[config.mk]
export PLATFORM = sky130hd
export DESIGN_NAME = tmr_group
export DESIGN_NICKNAME = d
export VERILOG_FILES = /design/src/rtl/tmr_pkg.sv /design/src/rtl/tmr_seq.sv /design/src/rtl/tmr_presc.sv /design/src/rtl/tmr_group.sv
export SDC_FILE = /design/constraint.sdc
export NUM_CORES = 1
export LEC_CHECK = 0
export BUFFER_PORTS_ARGS = -buffer_cell sky130_fd_sc_hd__buf_2
export CORE_ASPECT_RATIO = 1.2
export CORE_MARGIN = 4
export CORE_UTILIZATION = 45
export CTS_CLUSTER_SIZE = 10
export DETAILED_ROUTE_END_ITERATION = 12
export PLACE_DENSITY_LB_ADDON = 0.08
export SLEW_MARGIN = 30
export SYNTH_ARGS = -nofsm -noshare
export SYNTH_HDL_FRONTEND = slang
export SYNTH_SLANG_ARGS = --single-unit
export TNS_END_PERCENT = 100
[constraint.sdc]
create_clock -name clk -period 6 [get_ports clk]
set_input_delay 0.6 -clock clk [delete_from_list [all_inputs] [get_ports clk]]
set_output_delay 0.6 -clock clk [all_outputs]
set_load 0.02 [all_outputs]
[src/rtl/tmr_pkg.sv]
package tmr_pkg;

    localparam int CNT_W = 16;
    localparam int PRE_W = 3;
    localparam int SEQ_W = 5;
    localparam int SLOTS = 4;

    typedef enum logic [1:0] {
        RL_NONE = 2'b00,
        RL_AUXA = 2'b01,
        RL_AUXB = 2'b10,
        RL_RSVD = 2'b11
    } reload_sel_e;

    typedef enum logic [2:0] {
        REG_CORE  = 3'd0,
        REG_AUXA  = 3'd1,
        REG_AUXB  = 3'd2,
        REG_CTRL0 = 3'd3,
        REG_CTRL1 = 3'd4
    } reg_addr_e;

    typedef struct packed {
        reload_sel_e        rl;
        logic               run_b;
        logic               run_a;
        logic               run_c;
        logic [PRE_W-1:0]   pre_b;
        logic [PRE_W-1:0]   pre_a;
        logic [PRE_W-1:0]   pre_c;
        logic [1:0]         bps;
    } ctrl0_t;

    typedef struct packed {
        logic cap_en;
        logic concat;
    } ctrl1_t;

    typedef struct packed {
        logic [CNT_W-1:0] val;
        logic             wrap;
    } step_t;

    function automatic int period_of(input logic [1:0] code);
        case (code)
            2'b01:   return 4;
            2'b00:   return 8;
            2'b11:   return 16;
            default: return 32;
        endcase
    endfunction

    function automatic int slot_len(input logic [1:0] code);
        case (code)
            2'b01, 2'b00: return 1;
            2'b11:        return 2;
            default:      return 4;
        endcase
    endfunction

    function automatic step_t count_step(input logic [CNT_W-1:0] v, input logic down);
        step_t r;
        if (down) begin
            r.val  = v - 1'b1;
            r.wrap = (v == '0);
        end else begin
            r.val  = v + 1'b1;
            r.wrap = (v == '1);
        end
        return r;
    endfunction

endpackage

[src/rtl/tmr_seq.sv]
module tmr_seq
    import tmr_pkg::*;
(
    input  logic             clk,
    input  logic             rst,
    input  logic             restart,
    input  logic [1:0]       bps,
    output logic [SLOTS-1:0] act
);
    logic [SEQ_W-1:0] pcnt;
    logic [SEQ_W-1:0] last;

    assign last = SEQ_W'(period_of(bps) - 1);

    always_ff @(posedge clk) begin
        if (rst || restart)
            pcnt <= '0;
        else if (pcnt == last)
            pcnt <= '0;
        else
            pcnt <= pcnt + 1'b1;
    end

    for (genvar k = 0; k < SLOTS; k++) begin : g_slot
        assign act[k] = !restart && (pcnt == SEQ_W'(k * slot_len(bps)));
    end
endmodule

[src/rtl/tmr_presc.sv]
module tmr_presc
    import tmr_pkg::*;
#(
    parameter int SW = PRE_W
) (
    input  logic          clk,
    input  logic          rst,
    input  logic          clr,
    input  logic          adv,
    input  logic [SW-1:0] sel,
    output logic          tick
);
    localparam int CW = (1 << SW) - 1;

    logic [CW-1:0] cnt;
    logic [CW-1:0] mask;

    assign mask = CW'((32'd1 << sel) - 32'd1);
    assign tick = adv && ((cnt & mask) == mask);

    always_ff @(posedge clk) begin
        if (rst || clr)
            cnt <= '0;
        else if (adv)
            cnt <= cnt + 1'b1;
    end
endmodule

[src/rtl/tmr_group.sv]
module tmr_group
    import tmr_pkg::*;
(
    input  logic             clk,
    input  logic             rst,
    input  logic             wr_en,
    input  logic [2:0]       wr_addr,
    input  logic [CNT_W-1:0] wr_data,
    input  logic [2:0]       rd_addr,
    output logic [CNT_W-1:0] rd_data,
    input  logic             core_down,
    input  logic             auxa_down,
    input  logic             auxb_down,
    input  logic             cap_strobe,
    output logic             irq_core,
    output logic             irq_auxa,
    output logic             irq_auxb
);
    localparam int NT = 3;

    ctrl0_t           c0;
    ctrl1_t           c1;
    logic [CNT_W-1:0] core_q, auxa_q, auxb_q, core_nxt;
    logic             pend_up, pend_dn, cap_pend;
    logic [SLOTS-1:0] act;
    logic [NT-1:0]    adv, tick;
    logic [PRE_W-1:0] pre_sel [NT];
    logic             wr_core, wr_auxa, wr_auxb, wr_c0, wr_c1, a_evt;
    step_t            cs, as_s, bs_s;

    assign wr_core = wr_en && (wr_addr == REG_CORE);
    assign wr_auxa = wr_en && (wr_addr == REG_AUXA);
    assign wr_auxb = wr_en && (wr_addr == REG_AUXB);
    assign wr_c0   = wr_en && (wr_addr == REG_CTRL0);
    assign wr_c1   = wr_en && (wr_addr == REG_CTRL1);

    tmr_seq i_seq (
        .clk(clk), .rst(rst), .restart(wr_c0), .bps(c0.bps), .act(act)
    );

    assign adv[0]     = act[0] && c0.run_c;
    assign adv[1]     = act[1] && c0.run_a && !c1.concat;
    assign adv[2]     = act[2] && c0.run_b;
    assign pre_sel[0] = c0.pre_c;
    assign pre_sel[1] = c0.pre_a;
    assign pre_sel[2] = c0.pre_b;

    for (genvar i = 0; i < NT; i++) begin : g_pre
        tmr_presc #(.SW(PRE_W)) i_presc (
            .clk(clk), .rst(rst), .clr(wr_c0),
            .adv(adv[i]), .sel(pre_sel[i]), .tick(tick[i])
        );
    end

    always_ff @(posedge clk) begin
        if (rst) begin
            c0 <= '0;
            c1 <= '0;
        end else begin
            if (wr_c0) c0 <= ctrl0_t'(wr_data);
            if (wr_c1) c1 <= ctrl1_t'(wr_data[1:0]);
        end
    end

    // core counter, slot 0, with reload on wrap
    always_comb begin
        cs       = count_step(core_q, core_down);
        core_nxt = cs.val;
        if (cs.wrap && c0.rl == RL_AUXA) core_nxt = auxa_q;
        if (cs.wrap && c0.rl == RL_AUXB) core_nxt = auxb_q;
    end

    always_ff @(posedge clk) begin
        if (rst) begin
            core_q   <= '0;
            irq_core <= 1'b0;
            pend_up  <= 1'b0;
            pend_dn  <= 1'b0;
        end else begin
            irq_core <= 1'b0;
            if (act[1]) begin
                pend_up <= 1'b0;
                pend_dn <= 1'b0;
            end
            if (wr_core) begin
                core_q <= wr_data;
            end else if (tick[0]) begin
                core_q <= core_nxt;
                if (cs.wrap) begin
                    irq_core <= 1'b1;
                    if (c1.concat) begin
                        pend_up <= !core_down;
                        pend_dn <= core_down;
                    end
                end
            end
        end
    end

    // aux A: slot 1 for counting or chained step, slot 3 for capture
    assign as_s  = count_step(auxa_q, c1.concat ? pend_dn : auxa_down);
    assign a_evt = c1.concat ? (act[1] && (pend_up || pend_dn)) : tick[1];

    always_ff @(posedge clk) begin
        if (rst) begin
            auxa_q   <= '0;
            irq_auxa <= 1'b0;
            cap_pend <= 1'b0;
        end else begin
            irq_auxa <= 1'b0;
            if (cap_strobe)
                cap_pend <= 1'b1;
            else if (act[3])
                cap_pend <= 1'b0;
            if (wr_auxa) begin
                auxa_q <= wr_data;
            end else if (a_evt) begin
                auxa_q   <= as_s.val;
                irq_auxa <= as_s.wrap;
            end else if (act[3] && c1.cap_en && cap_pend) begin
                auxa_q <= core_q;
            end
        end
    end

    // aux B: slot 2
    assign bs_s = count_step(auxb_q, auxb_down);

    always_ff @(posedge clk) begin
        if (rst) begin
            auxb_q   <= '0;
            irq_auxb <= 1'b0;
        end else begin
            irq_auxb <= 1'b0;
            if (wr_auxb) begin
                auxb_q <= wr_data;
            end else if (tick[2]) begin
                auxb_q   <= bs_s.val;
                irq_auxb <= bs_s.wrap;
            end
        end
    end

    always_comb begin
        case (rd_addr)
            REG_CORE:  rd_data = core_q;
            REG_AUXA:  rd_data = auxa_q;
            REG_AUXB:  rd_data = auxb_q;
            REG_CTRL0: rd_data = c0;
            REG_CTRL1: rd_data = {{(CNT_W-2){1'b0}}, c1};
            default:   rd_data = '0;
        endcase
    end
endmodule

==> reports/results.md <==
• **result of the run** finished clean
• **fraction of layout instances using a drive strength above 1** 0.1166
• **cell count of the worst hold path** 3
• **Slew Limit Headroom** 0.4056
• **simple logic cell fraction of the synthesized area** 0.2602
• **peak supply drop** 0.0001319 V
• **Final period util** 0.6103
• **unique cell type count in the Yosys netlist** 82
• **xor and xnor fraction of the mapped netlist area** 0.07060
• **Chip Height** 154.6 um
• **area of the core** 0.01757 sq mm
• **worst hold start** cap_strobe
• **Placer Congestion** 0.9496
• **FF-to-FF path depth** 11
• **fraction of power consumed by combinational cells** 0.188
• **Total GRT Usage** 0.2625
• **end point of the most critical hold path** cap_pend
• **Initial DRC Count** 723
• **yosys synthesis warning count** 0
• **Peak Freq** 0.2731 GHz
• **Resized Gates After CTS** 0
• **CP Launch Type** register
• **die extent in x** 130.2 um
• **HPWL after detailed placement** 19.46 mm
• **dominant delay contributor by cell family on the critical path** compound AO/OA/AOI/OAI gates
• **portion of total power attributed to sequential cells** 0.429
• **CTS tree** built
• **fraction of the mapped netlist area in adder cells** 0.08658
• **layout overhead on the synthesized area** 7.339%
• **leakage power figure** 3.373 nW
• **post-synthesis cell area** 0.008064 sq mm
• **Hold Vio Cnt, Final** 0
• **number of buffers inserted to repair setup after CTS** 0
• **top post-synthesis cells by area** dfxtp_1 (24%), ha_1 (7.9%), nor2_1 (5.3%)
• **Tot Pwr** 0.001647 W
• **gate count after technology mapping** 1011
• **Sw Pwr** 0.0005055 W
• **Die Outline Area** 0.02013 sq mm
• **Clk pwr share** 0.383
• **area fraction in compound gates after synthesis** 0.2223
• **skew final** 10.35 ps
• **R2R setup slack** 2340 ps
• **number of max-capacitance violations reported** 0
• **category of the worst setup path capture point** register
• **Longest Clk Path Bufs** 2
• **most numerous cell types in the synthesized netlist** nor2_1 (113), nand2_1 (100), dfxtp_1 (98)
• **number of top-level design ports** 48
• **ratio of total power to cell area** 190.3 mW/mm^2
• **Bufs and invs on worst path** 1
• **net count after synthesis** 1094
• **Critical Path Slowest Stage Cell** mux2i_1
• **largest area contributor in the synthesized netlist** dfxtp_1
• **CTS Sinks** 98
• **global-route wire length before repair** 41.07 mm
• **count of flip-flops with a built-in enable after synthesis** 0
• **capture point of the worst reg-to-reg path** auxa_q[12]
• **Starting Density** 0.4589
• **most frequent cell on the critical path** o21ai_0
• **classification of the worst setup path** register to register
• **fill cell count** 1787
• **slew at the pin closest to its max-slew limit** 889.5 ps
• **count of final setup violators** 0
• **CTS Hold Bufs** 0
• **slowest cell delay on critical path** 570 ps
• **antenna-violating nets left** 0
• **maximum number of pins on one net before global-route repair** 39
• **clock latency at the later pin of the worst-skew pair** 360 ps
• **async set-or-reset flop fraction in the synthesized netlist** 0
• **count of state elements after synthesis** 98
• **number of nets in the finished design** 1099
• **end-of-flow core utilization** 0.4926
• **final antenna diode count** 0
• **largest family of logic cells by synthesized area** simple AND/OR/NAND/NOR gates
• **cells along the critical path** mux2i_1 > inv_1 > ha_1 > nor2b_1 > o2111a_1 > nor3_1 > o21ai_0 > a21o_1 > a21oi_1 > xor2_1 > o21ai_0
• **port bufs** 47
• **Worst R2R Start** c1[0]
• **Seq/Total Area, Yosys** 0.2433
• **number of H-tree levels** 3
• **synthesized area per cell** 7.976 sq um
• **Via-to-Cell Ratio** 6.185
• **gr ovfl total** 0
• **Residual DRC** 0
• **Max Slew Vio Count** 0
• **required time reported for the critical path endpoint** 6240 ps
• **Pre-antenna DRT Iters** 5
• **per-cell routed wire length** 21.12 um
• **final setup TNS** 0 ps
• **switching part of the total** 0.3069
• **instance count after placement with tap cells included** 1225
• **number of cells in the finished layout apart from fillers** 1241
• **initial antenna violation count** 0
• **clock slew at reported path FFs** 70 ps
• **Site Rows** 53
• **routed via count** 7675
• **vias in the first global route** 7164
• **type of the worst min-delay path** input pin to register
• **area share of the leading cell type in the synthesized netlist** 0.2433
• **Most used DFF post-synth** dfxtp_1
• **root buffer cell** clkbuf_16
• **multiplexer area fraction after synthesis** 0.07230
• **start point of the critical path** c1[0]
• **min cycle time layout** 3662 ps
• **setup repair after global routing missed its margin** no
• **number of buffers added by the clock tree synthesis step** 9
• **most frequently used cell type in the post-synthesis netlist** nor2_1
• **internal cell power** 0.001142 W
• **total wirelength of the detailed-routed design** 26.22 mm
• **WP data arrival** 3900 ps
• **Critical Path Fanout Max** 14
-- worst register-to-register path, cell delays in order (launching register included) --
cell and delay [ps]:
dfxtp_1 560, mux2i_1 570, inv_1 410, ha_1 420, nor2b_1 160, o2111a_1 250
nor3_1 300, o21ai_0 260, a21o_1 230, a21oi_1 170, xor2_1 150, o21ai_0 70
-- final cells by class --
class	count	area [sq um]	area share
multi-input combinational	830	5743	0.6635
sequential	98	1962	0.2267
tap	220	275.3	0.03180
timing repair buffer	51	265.3	0.03064
clock buffer	11	252.7	0.02920
inverter	26	97.59	0.01127
clock inverter	5	60.06	0.006938
-- power groups by stage --
stage	logic (W)	clock network [W]	registers (W)
final	0.000310	0.000631	0.000706
after global routing	0.000343	0.000663	0.000708
after CTS	0.000307	0.000638	0.000705
after detailed placement	0.000305	0	0.000720
after global placement	0.000306	0	0.000721
after floorplan	0.000233	0	0.000698
-- state kept, by name, summed over array words and instances, names as in the netlist --
signal / flops
cap_pend: 1
c0: 16
irq_auxa: 1
irq_auxb: 1
c1: 2
auxa_q: 16
auxb_q: 16
pend_up: 1
g_pre.i_presc.cnt: 21
i_seq.pcnt: 5
pend_dn: 1
core_q: 16
irq_core: 1
-- worst max path at each step --
stage,end,cells after the start
global placement,auxa_q[12],12
detailed placement,auxa_q[12],12
floorplan,auxa_q[12],12
finish,auxa_q[12],11
global route,auxa_q[15],11
CTS,auxa_q[12],11
-- stage by stage --
stage | area, sq um | hold WS (ps) | setup slack, ps
finish | 8656 | 439.3 | 2338
global route | 8656 | 465.1 | 2042
detailed placement | 8342 | 462.9 | 2354
CTS | 8655 | 433.1 | 2390
floorplan | 8064 | 440.4 | 2939
global placement | 8342 | 463.0 | 2473
-- kinds of logic (layout without fill, tap and decap cells) --
group,count (synthesis),after routing
compound gates,256,256
simple gates,415,415
flops,98,98
buf+inv,83,93
mux,40,40
xor+xnor,65,65
fa+ha+maj,54,54
-- cells in the final DEF (no fill, tap or decap), drive strengths merged, types with 5 or more instances in the layout --
| cell type | Yosys | final |
|---|---|---|
| o21ai | 37 | 37 |
| and3 | 6 | 6 |
| o211ai | 17 | 17 |
| nand4 | 18 | 18 |
| nor4 | 13 | 13 |
| nor3b | 8 | 8 |
| o22ai | 5 | 5 |
| inv | 26 | 27 |
| xnor2 | 34 | 34 |
| a21oi | 75 | 75 |
| dfxtp | 98 | 98 |
| buf | 21 | 51 |
| a31oi | 12 | 12 |
| or2 | 7 | 7 |
| nor4b | 6 | 6 |
| or3 | 9 | 9 |
| nor3 | 41 | 41 |
| nor2b | 33 | 33 |
| a311oi | 6 | 6 |
| ha | 51 | 51 |
| mux2 | 6 | 6 |
| a21o | 14 | 14 |
| mux4 | 14 | 14 |
| nand3 | 26 | 26 |
| xor2 | 31 | 31 |
| a221oi | 5 | 5 |
| clkbuf | 36 | 11 |
| o21a | 6 | 6 |
| nand2 | 101 | 101 |
| nor2 | 114 | 114 |
| mux2i | 20 | 20 |
| a211oi | 35 | 35 |
| nand2b | 13 | 13 |
-- routing by layer --
metal / GRT usage / routed length (um) / vias up
met5: 0 / 0 / -
met4: 0.09703 / 977 / 0
met3: 0.04249 / 1797 / 53
met2: 0.4215 / 12100 / 274
met1: 0.3533 / 11350 / 3629
li1: - / - / 3719
No activity file was read; power rests on OpenSTA's default activity.
